**config.mk**
```make
export PLATFORM = sky130hd
export DESIGN_NAME = insn_len_decoder
export DESIGN_NICKNAME = d
export VERILOG_FILES = /design/src/rtl/ild_pkg.sv /design/src/rtl/ild_byte_class.sv /design/src/rtl/ild_opc_class.sv /design/src/rtl/ild_modrm_dec.sv /design/src/rtl/insn_len_decoder.sv
export SDC_FILE = /design/constraint.sdc
export NUM_CORES = 1
export LEC_CHECK = 0
export ABC_AREA = 1
export CAP_MARGIN = 20
export CORE_AREA = 3 3 138 140
export CTS_CLUSTER_SIZE = 30
export DETAILED_ROUTE_END_ITERATION = 10
export DIE_AREA = 0 0 141 143
export HOLD_SLACK_MARGIN = 0.1
export PLACE_DENSITY_LB_ADDON = 0.05
export RECOVER_POWER = 50
export SETUP_SLACK_MARGIN = 0.05
export SLEW_MARGIN = 20
export SYNTH_ARGS = -nofsm -noshare
export SYNTH_HDL_FRONTEND = slang
export SYNTH_SLANG_ARGS = --single-unit
```
**constraint.sdc**
```tcl
create_clock -name clk -period 2.7 [get_ports clk]
set_input_delay 0.405 -clock clk [delete_from_list [all_inputs] [get_ports clk]]
set_output_delay 0.405 -clock clk [all_outputs]
set_load 0.02 [all_outputs]
```
**src/rtl/ild_pkg.sv**
```systemverilog
package ild_pkg;

    typedef enum logic [1:0] {
        MAP_ONE  = 2'd0,
        MAP_0F   = 2'd1,
        MAP_0F38 = 2'd2,
        MAP_0F3A = 2'd3
    } opmap_e;

    typedef enum logic [3:0] {
        BK_SEG, BK_OPSZ, BK_ADSZ, BK_LOCK, BK_REPNE, BK_REP,
        BK_REX, BK_ESC, BK_OPC
    } bkind_e;

    typedef enum logic [1:0] {
        IMM_NONE, IMM_BYTE, IMM_WORD
    } immk_e;

    typedef struct packed {
        logic  known;
        logic  modrm;
        immk_e imm;
        logic  tgrp;
    } opcls_t;

    typedef enum logic [2:0] {
        ST_IDLE, ST_PFX, ST_ESC, ST_ESC3, ST_MODRM, ST_SIB, ST_SUM, ST_REPORT
    } ild_state_e;

endpackage

```
**src/rtl/ild_byte_class.sv**
```systemverilog
module ild_byte_class
    import ild_pkg::*;
(
    input  logic [7:0] b_in,
    input  logic       mode64,
    output bkind_e     kind
);
    always_comb begin
        case (b_in)
            8'h26, 8'h2E, 8'h36, 8'h3E, 8'h64, 8'h65: kind = BK_SEG;
            8'h66:   kind = BK_OPSZ;
            8'h67:   kind = BK_ADSZ;
            8'hF0:   kind = BK_LOCK;
            8'hF2:   kind = BK_REPNE;
            8'hF3:   kind = BK_REP;
            8'h0F:   kind = BK_ESC;
            default: kind = (mode64 && b_in[7:4] == 4'h4) ? BK_REX : BK_OPC;
        endcase
    end
endmodule

```
**src/rtl/ild_opc_class.sv**
```systemverilog
module ild_opc_class
    import ild_pkg::*;
(
    input  logic [7:0] b_in,
    input  logic       mode64,
    output opcls_t     cls
);
    always_comb begin
        cls = '{known: 1'b0, modrm: 1'b0, imm: IMM_NONE, tgrp: 1'b0};
        if (b_in[7:6] == 2'b00 && b_in[2:0] <= 3'd5) begin
            cls.known = 1'b1;
            case (b_in[2:0])
                3'd4:    cls.imm = IMM_BYTE;
                3'd5:    cls.imm = IMM_WORD;
                default: cls.modrm = 1'b1;
            endcase
        end else if (b_in[7:4] == 4'h4 && !mode64) begin
            cls.known = 1'b1;
        end else begin
            case (b_in)
                8'h80, 8'h83, 8'hC0, 8'hC1: begin
                    cls.known = 1'b1; cls.modrm = 1'b1; cls.imm = IMM_BYTE;
                end
                8'h81: begin
                    cls.known = 1'b1; cls.modrm = 1'b1; cls.imm = IMM_WORD;
                end
                8'hD0, 8'hD1, 8'hD2, 8'hD3, 8'hFE, 8'hFF: begin
                    cls.known = 1'b1; cls.modrm = 1'b1;
                end
                8'hF6: begin
                    cls.known = 1'b1; cls.modrm = 1'b1; cls.imm = IMM_BYTE; cls.tgrp = 1'b1;
                end
                8'hF7: begin
                    cls.known = 1'b1; cls.modrm = 1'b1; cls.imm = IMM_WORD; cls.tgrp = 1'b1;
                end
                default: ;
            endcase
        end
    end
endmodule

```
**src/rtl/ild_modrm_dec.sv**
```systemverilog
module ild_modrm_dec (
    input  logic [1:0] mode_fld,
    input  logic [2:0] rm_fld,
    input  logic [2:0] sib_base,
    output logic       need_sib,
    output logic [2:0] disp
);
    always_comb begin
        need_sib = (mode_fld != 2'b11) && (rm_fld == 3'b100);
        case (mode_fld)
            2'b00:   disp = (rm_fld == 3'b101 ||
                            (rm_fld == 3'b100 && sib_base == 3'b101)) ? 3'd4 : 3'd0;
            2'b01:   disp = 3'd1;
            2'b10:   disp = 3'd4;
            default: disp = 3'd0;
        endcase
    end
endmodule

```
**src/rtl/insn_len_decoder.sv**
```systemverilog
module insn_len_decoder
    import ild_pkg::*;
#(
    parameter  int MAX_LEN = 15,
    localparam int LEN_W   = $clog2(MAX_LEN + 1),
    localparam int WIN_W   = MAX_LEN * 8
) (
    input  logic             clk,
    input  logic             rst_n,
    input  logic             start,
    input  logic             mode64,
    input  logic [WIN_W-1:0] win,
    output logic             busy,
    output logic             done,
    output logic             pfx_seg,
    output logic             pfx_opsz,
    output logic             pfx_adsz,
    output logic             pfx_lock,
    output logic             pfx_repne,
    output logic             pfx_rep,
    output logic             rex_valid,
    output logic [3:0]       rex_bits,
    output logic [1:0]       opc_map,
    output logic [7:0]       opcode,
    output logic             has_modrm,
    output logic             has_sib,
    output logic [2:0]       disp_bytes,
    output logic [2:0]       imm_bytes,
    output logic [LEN_W-1:0] insn_len,
    output logic             too_long,
    output logic             unsupported
);
    localparam int SUM_W = LEN_W + 1;

    ild_state_e       state, nxt;
    logic [WIN_W-1:0] win_q;
    logic             mode_q;
    logic [SUM_W-1:0] pos;
    logic             seg_q, opsz_q, adsz_q, lock_q, repne_q, rep_q;
    logic             rexv_q;
    logic [3:0]       rexb_q;
    opmap_e           map_q;
    logic [7:0]       opc_q;
    logic             mrm_f, sib_f, tgrp_q, tl_q, uns_q;
    logic [1:0]       mrm_mod;
    logic [2:0]       mrm_rm;
    immk_e            immk_q;
    logic [2:0]       disp_q, imm_q;
    logic [LEN_W-1:0] len_q;

    logic [7:0]       wb [2**LEN_W];
    logic [7:0]       cur;
    logic             at_end;
    bkind_e           kind;
    opcls_t           cls;
    logic             need_sib;
    logic [2:0]       dec_disp, imm_n;
    logic [SUM_W-1:0] total;

    for (genvar g = 0; g < 2**LEN_W; g++) begin : g_unpack
        if (g < MAX_LEN) begin : g_byte
            assign wb[g] = win_q[g*8 +: 8];
        end else begin : g_pad
            assign wb[g] = 8'h00;
        end
    end

    assign cur    = wb[pos[LEN_W-1:0]];
    assign at_end = (pos >= SUM_W'(MAX_LEN));

    ild_byte_class u_bcls (.b_in(cur), .mode64(mode_q), .kind(kind));
    ild_opc_class  u_ocls (.b_in(cur), .mode64(mode_q), .cls(cls));
    ild_modrm_dec  u_mdec (
        .mode_fld (state == ST_SIB ? mrm_mod : cur[7:6]),
        .rm_fld   (state == ST_SIB ? mrm_rm  : cur[2:0]),
        .sib_base (cur[2:0]),
        .need_sib (need_sib),
        .disp     (dec_disp)
    );

    always_comb begin
        case (immk_q)
            IMM_BYTE: imm_n = 3'd1;
            IMM_WORD: imm_n = opsz_q ? 3'd2 : 3'd4;
            default:  imm_n = 3'd0;
        endcase
        total = pos + SUM_W'(disp_q) + SUM_W'(imm_n);
    end

    // state register
    always_ff @(posedge clk or negedge rst_n) begin
        if (!rst_n) state <= ST_IDLE;
        else        state <= nxt;
    end

    // transitions
    always_comb begin
        nxt = state;
        unique case (state)
            ST_IDLE:   if (start) nxt = ST_PFX;
            ST_PFX: begin
                if (at_end)                 nxt = ST_SUM;
                else if (kind == BK_ESC)    nxt = ST_ESC;
                else if (kind == BK_OPC)    nxt = (cls.known && cls.modrm) ? ST_MODRM : ST_SUM;
            end
            ST_ESC:    nxt = (!at_end && (cur == 8'h38 || cur == 8'h3A)) ? ST_ESC3 : ST_SUM;
            ST_ESC3:   nxt = ST_SUM;
            ST_MODRM:  nxt = (!at_end && need_sib) ? ST_SIB : ST_SUM;
            ST_SIB:    nxt = ST_SUM;
            ST_SUM:    nxt = ST_REPORT;
            ST_REPORT: nxt = ST_IDLE;
        endcase
    end

    // datapath
    always_ff @(posedge clk or negedge rst_n) begin
        if (!rst_n) begin
            win_q <= '0; mode_q <= 1'b0; pos <= '0;
            {seg_q, opsz_q, adsz_q, lock_q, repne_q, rep_q} <= '0;
            rexv_q <= 1'b0; rexb_q <= '0; map_q <= MAP_ONE; opc_q <= '0;
            mrm_f <= 1'b0; sib_f <= 1'b0; tgrp_q <= 1'b0; tl_q <= 1'b0; uns_q <= 1'b0;
            mrm_mod <= '0; mrm_rm <= '0; immk_q <= IMM_NONE;
            disp_q <= '0; imm_q <= '0; len_q <= '0;
        end else begin
            unique case (state)
                ST_IDLE: if (start) begin
                    win_q <= win; mode_q <= mode64; pos <= '0;
                    {seg_q, opsz_q, adsz_q, lock_q, repne_q, rep_q} <= '0;
                    rexv_q <= 1'b0; rexb_q <= '0; map_q <= MAP_ONE; opc_q <= '0;
                    mrm_f <= 1'b0; sib_f <= 1'b0; tgrp_q <= 1'b0; tl_q <= 1'b0;
                    uns_q <= 1'b0; immk_q <= IMM_NONE;
                    disp_q <= '0; imm_q <= '0; len_q <= '0;
                end
                ST_PFX: if (at_end) tl_q <= 1'b1; else begin
                    pos <= pos + 1'b1;
                    if (kind <= BK_REP) begin rexv_q <= 1'b0; rexb_q <= '0; end
                    case (kind)
                        BK_SEG:   seg_q   <= 1'b1;
                        BK_OPSZ:  opsz_q  <= 1'b1;
                        BK_ADSZ:  adsz_q  <= 1'b1;
                        BK_LOCK:  lock_q  <= 1'b1;
                        BK_REPNE: repne_q <= 1'b1;
                        BK_REP:   rep_q   <= 1'b1;
                        BK_REX:   begin rexv_q <= 1'b1; rexb_q <= cur[3:0]; end
                        BK_ESC:   map_q <= MAP_0F;
                        default: begin
                            opc_q <= cur;
                            if (cls.known) begin
                                mrm_f <= cls.modrm; immk_q <= cls.imm; tgrp_q <= cls.tgrp;
                            end else uns_q <= 1'b1;
                        end
                    endcase
                end
                ST_ESC: if (at_end) tl_q <= 1'b1; else begin
                    pos <= pos + 1'b1;
                    if (cur == 8'h38)      map_q <= MAP_0F38;
                    else if (cur == 8'h3A) map_q <= MAP_0F3A;
                    else begin opc_q <= cur; uns_q <= 1'b1; end
                end
                ST_ESC3: if (at_end) tl_q <= 1'b1; else begin
                    pos <= pos + 1'b1; opc_q <= cur; uns_q <= 1'b1;
                end
                ST_MODRM: if (at_end) tl_q <= 1'b1; else begin
                    pos <= pos + 1'b1;
                    mrm_mod <= cur[7:6]; mrm_rm <= cur[2:0];
                    sib_f <= need_sib;
                    if (!need_sib) disp_q <= dec_disp;
                    if (tgrp_q && cur[5:4] != 2'b00) immk_q <= IMM_NONE;
                end
                ST_SIB: if (at_end) tl_q <= 1'b1; else begin
                    pos <= pos + 1'b1; disp_q <= dec_disp;
                end
                ST_SUM: begin
                    imm_q <= imm_n;
                    if (tl_q || total > SUM_W'(MAX_LEN)) begin
                        tl_q <= 1'b1; len_q <= '0;
                    end else begin
                        len_q <= total[LEN_W-1:0];
                    end
                end
                ST_REPORT: ;
            endcase
        end
    end

    // outputs
    always_comb begin
        busy        = (state != ST_IDLE);
        done        = (state == ST_REPORT);
        pfx_seg     = seg_q;
        pfx_opsz    = opsz_q;
        pfx_adsz    = adsz_q;
        pfx_lock    = lock_q;
        pfx_repne   = repne_q;
        pfx_rep     = rep_q;
        rex_valid   = rexv_q;
        rex_bits    = rexb_q;
        opc_map     = map_q;
        opcode      = opc_q;
        has_modrm   = mrm_f;
        has_sib     = sib_f;
        disp_bytes  = disp_q;
        imm_bytes   = imm_q;
        insn_len    = len_q;
        too_long    = tl_q;
        unsupported = uns_q;
    end

    AST_TOO_LONG_ZERO_LEN: assert property (@(posedge clk) disable iff (!rst_n)
        (done && too_long) |-> (insn_len == '0));
    AST_DONE_PULSE: assert property (@(posedge clk) disable iff (!rst_n)
        done |=> !done);
    AST_HOLD_IDLE: assert property (@(posedge clk) disable iff (!rst_n)
        (!busy && !start) |=> ($stable(insn_len) && $stable(opcode) && $stable(too_long)));
    AST_SIB_NEEDS_MODRM: assert property (@(posedge clk) disable iff (!rst_n)
        (done && has_sib) |-> has_modrm);
    AST_DISP_LEGAL: assert property (@(posedge clk) disable iff (!rst_n)
        done |-> (disp_bytes == 3'd0 || disp_bytes == 3'd1 || disp_bytes == 3'd4));
    AST_REX_MODE64: assert property (@(posedge clk) disable iff (!rst_n)
        (done && rex_valid) |-> mode_q);
    AST_UNSUP_NO_OPERANDS: assert property (@(posedge clk) disable iff (!rst_n)
        (done && unsupported) |-> (!has_modrm && disp_bytes == 3'd0 && imm_bytes == 3'd0));
endmodule

```
Yosys cells after proc, flatten, opt, wreduce, memory -nomap -nowiden
Index checks and enable logic that the tools add are counted.
{ "totals": {"ff_bits": 172, "latchBits": 0, "mem_bits_rw": 0, "mem_bits_ro": 0, "input_bits": 124, "out_inout_bits": 37, "wordCells": 280, "memories": 0} }
{ "op_classes": {"addsub": 3, "mul": 0, "div_mod_pow": 0, "order_cmp": 5, "n_eq_ne": 78, "shifts": 0, "muxes": 109, "bitwise": 2, "n_reduce_logical": 58} }
{ "ops": {"columns": ["cell", "count"], "rows": [
  ["$eq A8 B8 Y1 const B", 16],
  ["$mux W8", 9],
  ["$eq A8 B6 Y1 const B", 6],
  ["$mux W1", 36],
  ["$mux W3", 12],
  ["$ne A2 B2 Y1 const B", 17],
  ["$bmux W8 S4", 1],
  ["$eq A8 B7 Y1 const B", 4],
  ["$mux W4", 8],
  ["$pmux W8 S4", 1],
  ["$reduce_and A4 Y1", 8],
  ["$mux W2", 15],
  ["$pmux W4 S7", 1],
  ["$eq A3 B3 Y1 const B", 8],
  ["$pmux W3 S7", 1],
  ["$eq A4 B3 Y1 const B", 5],
  ["$pmux W1 S2", 10],
  ["$pmux W3 S3", 2],
  ["$pmux W4 S2", 2],
  ["$reduce_bool A3 Y1", 5],
  ["$ne A2 B1 Y1 const B", 7],
  ["$reduce_or A13 Y1", 1],
  ["$pmux W2 S3", 2],
  ["$pmux W3 S2", 2],
  ["44 further kinds", 76]
]} }

Longest topological paths before layout
{ "depth": {"word_depth": 15, "ltp_mapped": 21, "mapped_depth_nobuf": 20} }

By module
From an unflattened synthesis, not the netlist that was laid out.
{ "unflattened": {"hier_cells": 1274, "area_unflattened_um2": 9211.3} }
{ "by_module_without_submodules": {"columns": ["module", "n_inst", "cells_per_inst", "area_each_um2", "seq_area_each_um2"], "rows": [
  ["insn_len_decoder", 1, 1148, 8633.3, 4304.1],
  ["ild_opc_class", 1, 54, 265.3, 0.0],
  ["ild_byte_class", 1, 56, 239.0, 0.0],
  ["ild_modrm_dec", 1, 16, 73.8, 0.0]
]} }

Worst setup path before layout
No wires, ideal clock.
{ "synth_path": {"path_kind": "reg-to-reg", "startpoint": "register pos[2]", "endpoint": "register map_q[0], in the netlist opc_map[0]", "setup_time_ps": 138, "t_arrival_ps": 2183, "t_required_ps": 2562, "slack_ps": 379, "path_stages_with_launch": 14, "n_path_buf": 2, "period_less_slack_ps": 2321, "cell_sequence": "dfrtp_1 > buf_2 > inv_1 > buf_2 > nor2_1 > ha_1 > nor3_2 > nor2_1 > nor2_2 > inv_1 > a211oi_1 > nand3_1 > nand2_1 > o221ai_1"} }
{ "synth_via": {"elab_chain_len": 11, "word_cells_on_any_way": 33, "classes_between": "order compare (1); eq/ne (20); mux (8); bitwise (1); reduce/logical (3)"} }
{ "synth_lines": {"columns": ["item", "line_no", "source"], "rows": [
  ["from (decl)", "insn_len_decoder.sv:38", "logic [SUM_W-1:0] pos;"],
  ["from (signal assigned)", "insn_len_decoder.sv:135", "pos <= pos + 1'b1;"],
  ["from (signal assigned)", "insn_len_decoder.sv:155", "pos <= pos + 1'b1;"],
  ["from (signal assigned)", "insn_len_decoder.sv:164", "pos <= pos + 1'b1;"],
  ["parallel branches: the longest is 11 deep, another holds $bmux W8 S4", null, null],
  ["to (signal assigned)", "insn_len_decoder.sv:145", "BK_ESC: map_q <= MAP_0F;"],
  ["to (signal assigned)", "insn_len_decoder.sv:156", "if (cur == 8'h38) map_q <= MAP_0F38;"],
  ["to (signal assigned)", "insn_len_decoder.sv:157", "else if (cur == 8'h3A) map_q <= MAP_0F3A;"],
  ["to (decl)", "insn_len_decoder.sv:42", "opmap_e map_q;"]
]} }
Several ways; the timed one is not identified. The select of a mux whose other input is x is not followed.
A chain may end at the register's enable or synchronous reset.

Final worst setup path
{ "layout_path": {"startpoint": "register state[1]", "endpoint": "output busy"} }
{ "layout_via": {"elab_chain_len": 1} }
{ "layout_lines": {"columns": ["item", "line_no", "source"], "rows": [
  ["from (decl)", "insn_len_decoder.sv:35", "ild_state_e state, nxt;"],
  ["from (signal assigned)", "insn_len_decoder.sv:93", "else state <= nxt;"],
  ["$reduce_bool A3 Y1", "insn_len_decoder.sv:188", "busy = (state != ST_IDLE);"],
  ["to (decl)", "insn_len_decoder.sv:13", "output logic busy,"]
]} }
Every way passes these cells.

==> results.py <==
metrics = {
    "final_layout": {
        "synthToLayoutAreaGrowth_pct": 30.2,
        "num_antenna_cells": 0,
        "final_util": 0.651,
        "layout-drive-gt1-share": 0.112,
        "layout.cells.non_filler": 1612,
        "final_nets": 1504,
    },
    "routing": {
        "ant_nets": 0,
        "first_iter_violations": 650,
        "vias": 8347,
        "first_pass_iters": 5,
        "viasPerCell": 5.18,
        "drcViolationCount": 0,
        "wl_per_cell_um": 16.4,
        "totalWireLength_mm": 26.5,
    },
    "global_routing": {
        "antenna_found_initial": 0,
        "grt.busiest_layer": "met2",
        "grt_max_degree": 65,
        "use_met2": 0.405,
        "grt_pass1_wl_mm": 42.0,
        "overflow": 0,
        "use_met3": 0.0539,
        "use_met1": 0.389,
        "grtUsageTotal": 0.265,
        "grt_pass1_vias": 7994,
    },
    "synthesis": {
        "yosys_warnings": 0,
        "synthArstFlopShare": 1.00,
        "synth_common_cells": "nand2_1 (445), dfrtp_1 (171), inv_1 (127)",
        "ys_seq_area_frac": 0.477,
        "ys_seq_elements": 171,
        "synthCells": 1199,
        "synth.area.top_cells": "dfrtp_1 (48%), nand2_1 (19%), nand3_1 (6.5%)",
        "syn_area_um2": 8980,
        "synth_top_area_cell": "dfrtp_1",
        "syn_nets": 1332,
        "syn-mean-instance-area_um2": 7.49,
        "synth-edff-count": 0,
        "synth_cell_type_count": 44,
        "synth_ff_type": "dfrtp_1",
        "synth_top_area_share": 0.477,
        "synth_most_common_cell": "nand2_1",
    },
    "floorplanning": {
        "die_w_um": 141,
        "core-area_um2": 18000,
        "die-area_um2": 20200,
        "io_pins": 161,
        "dieHeight_um": 143,
        "std_cell_rows": 49,
        "initial_core_util": 0.500,
    },
    "power": {
        "powerDensity_nw_per_um2": 1160,
        "irDropWorstVdd_mv": 0.841,
        "total_power_uw": 13500,
        "power.leakage_uw": 0.00573,
    },
    "min_path": {
        "min_path_type": "register to register",
    },
    "timing": {
        "fin_worst_skew_ps": 13.9,
        "slew_violations": 64,
        "rsz0062_at_grt": "yes",
        "min_period_ps": 2600,
        "setup_slack_ps": 103,
        "clock.fmax_mhz": 385,
        "setup_viol": 0,
        "hold_viol": 0,
        "maxSlewHeadroom": -0.172,
        "min_period_over_period": 0.962,
        "finalSetupTns_ps": 0,
        "worst_slew_pin_slew_ps": 1760,
    },
    "placement": {
        "gp_congestion": 0.955,
        "pre_cts_ws_ps": 82.2,
        "dpl.hpwl_mm": 19.8,
        "place.detailed.instances": 1569,
        "numPortBuffers": 159,
    },
    "clock_tree": {
        "clk_pin_slew_ps": 70,
        "cts_max_path_buffers": 2,
        "htreeDepth": 4,
        "cts_buffers": 17,
        "cts_tree": "done",
        "cts_sinks": 171,
        "cts_root_buf": "clkbuf_16",
        "clk_latency_ps": 430,
    },
    "worst_setup_path": {
        "required_ps": 2300,
        "crit_type": "register to primary output",
        "cp_num_buf_inv": 3,
        "crit_family": "buffers and inverters",
        "critPathLaunchType": "register",
        "critPathArrivalTime_ps": 2190,
        "crit_fanout": 7,
        "end_kind": "primary output",
        "path_cells": "nor2_1 -> inv_1 -> nor2_1 -> inv_1 -> clkdlybuf4s50_1",
        "cpPeakStageDelay_ps": 650,
        "critPathSlowestCell": "clkdlybuf4s50_1",
    },
    "job": {
        "cap_violations": 1,
    },
    "status": {
        "outcome": "complete, but fails checks",
        "violations": "capacitance limit, slew limit",
    },
}
[cell families after synthesis]
kind of cell,after synthesis,share of synthesized area
buffers and inverters,190,0.0914
other,1,0.000418
adder cells (fa/ha/maj),9,0.0151
XOR/XNOR,1,0.000976
flip-flops,171,0.477
AND/OR/NAND/NOR,677,0.324
AO/OA/AOI/OAI,150,0.0913
[routing by layer]
| layer | vias up | wire length (µm) |
|---|---|---|
| met1 | 3877 | 12300 |
| met3 | 38 | 1930 |
| met4 | 0 | 475 |
| met2 | 324 | 11800 |
| met5 | - | 0 |
| li1 | 4108 | - |
[final timing paths]
path / start / to / slack (ps) / cells after the start
setup / recovery: state[1] / busy / 100 / 5
max in group asynchronous: rst_n / opcode[5] / 390 / 3
hold / removal: rex_bits[1] / rex_bits[1] / 460 / 2
hold reg to reg: rex_bits[1] / rex_bits[1] / 460 / 2
setup reg to reg: pos[0] / unsupported / 180 / 14
min in group asynchronous: rst_n / win_q[88] / 960 / 2
[stage by stage]
stage                     instance area, µm²  hold WS, ps
after global routing                   11700          479
after floorplan                         8980          109
after detailed placement               10900          447
after global placement                 10900          444
after CTS                              11500          474
final                                  11700          463
[area by class of cell]
type,instances,area [µm²]
Clock inverter,13,160
Sequential cell,171,4280
Inverter,137,524
Clock buffer,18,429
Timing Repair Buffer,203,2020
Tap cell,229,287
Fill cell,1603,6280
Multi-Input combinational cell,841,3990
[flip-flops by register name, summed over array words and instances, names as in the netlist, 2 cells and up]
name	flops
opcode	8
win_q	120
immk_q	2
rex_bits	4
mrm_rm	3
insn_len	4
state	3
pos	5
imm_bytes	3
disp_bytes	2
mrm_mod	2
opc_map	2
[report_power, final]
| group | internal, µW | switching (µW) | leakage, µW |
|---|---|---|---|
| Sequential | 3710 | 519 | 0.00211 |
| Clock | 1380 | 1100 | 0.000282 |
| Combinational | 2390 | 4420 | 0.00334 |
[repair_timing]
item	in CTS	in global routing
hold buffers	1	0
setup buffers	0	8
gates resized for setup	0	27
endpoints found under the setup margin	0	24
endpoints found under the hold margin	59	0
[worst register-to-register path: cells and delay by family, from the launching register on]
family                   cells  cell delay [ps]
adder cells (fa/ha/maj)      2              440
buffers and inverters        2              340
AND/OR/NAND/NOR              9              960
AO/OA/AOI/OAI                1              240
flip-flops                   1              450
[cells in the final DEF, fill, tap and decap left out, types with 2 or more instances in the layout]
cell and n:
nor3_1 6, nor2_8 2, dlygate4sd3_1 18, o21ai_2 10, o21ai_0 111, bufinv_16 2
nand3_2 5, clkbuf_2 4, clkinvlp_4 2, buf_4 30, ha_1 6, fa_1 3
inv_6 6, nand4_1 8, nor2_2 11, dfrtp_2 2, nand2_1 440, nor2_4 4
dfrtp_1 169, clkdlybuf4s50_1 141, nand2_2 21, inv_1 125, buf_12 8, clkinv_4 2
inv_2 10, a21oi_1 11, nand3_1 113, nand3b_1 4, clkbuf_16 17, o21ai_1 6
nand2_4 7, nor2_1 55, a32o_1 2
No activity file was read; power rests on OpenSTA's default activity.
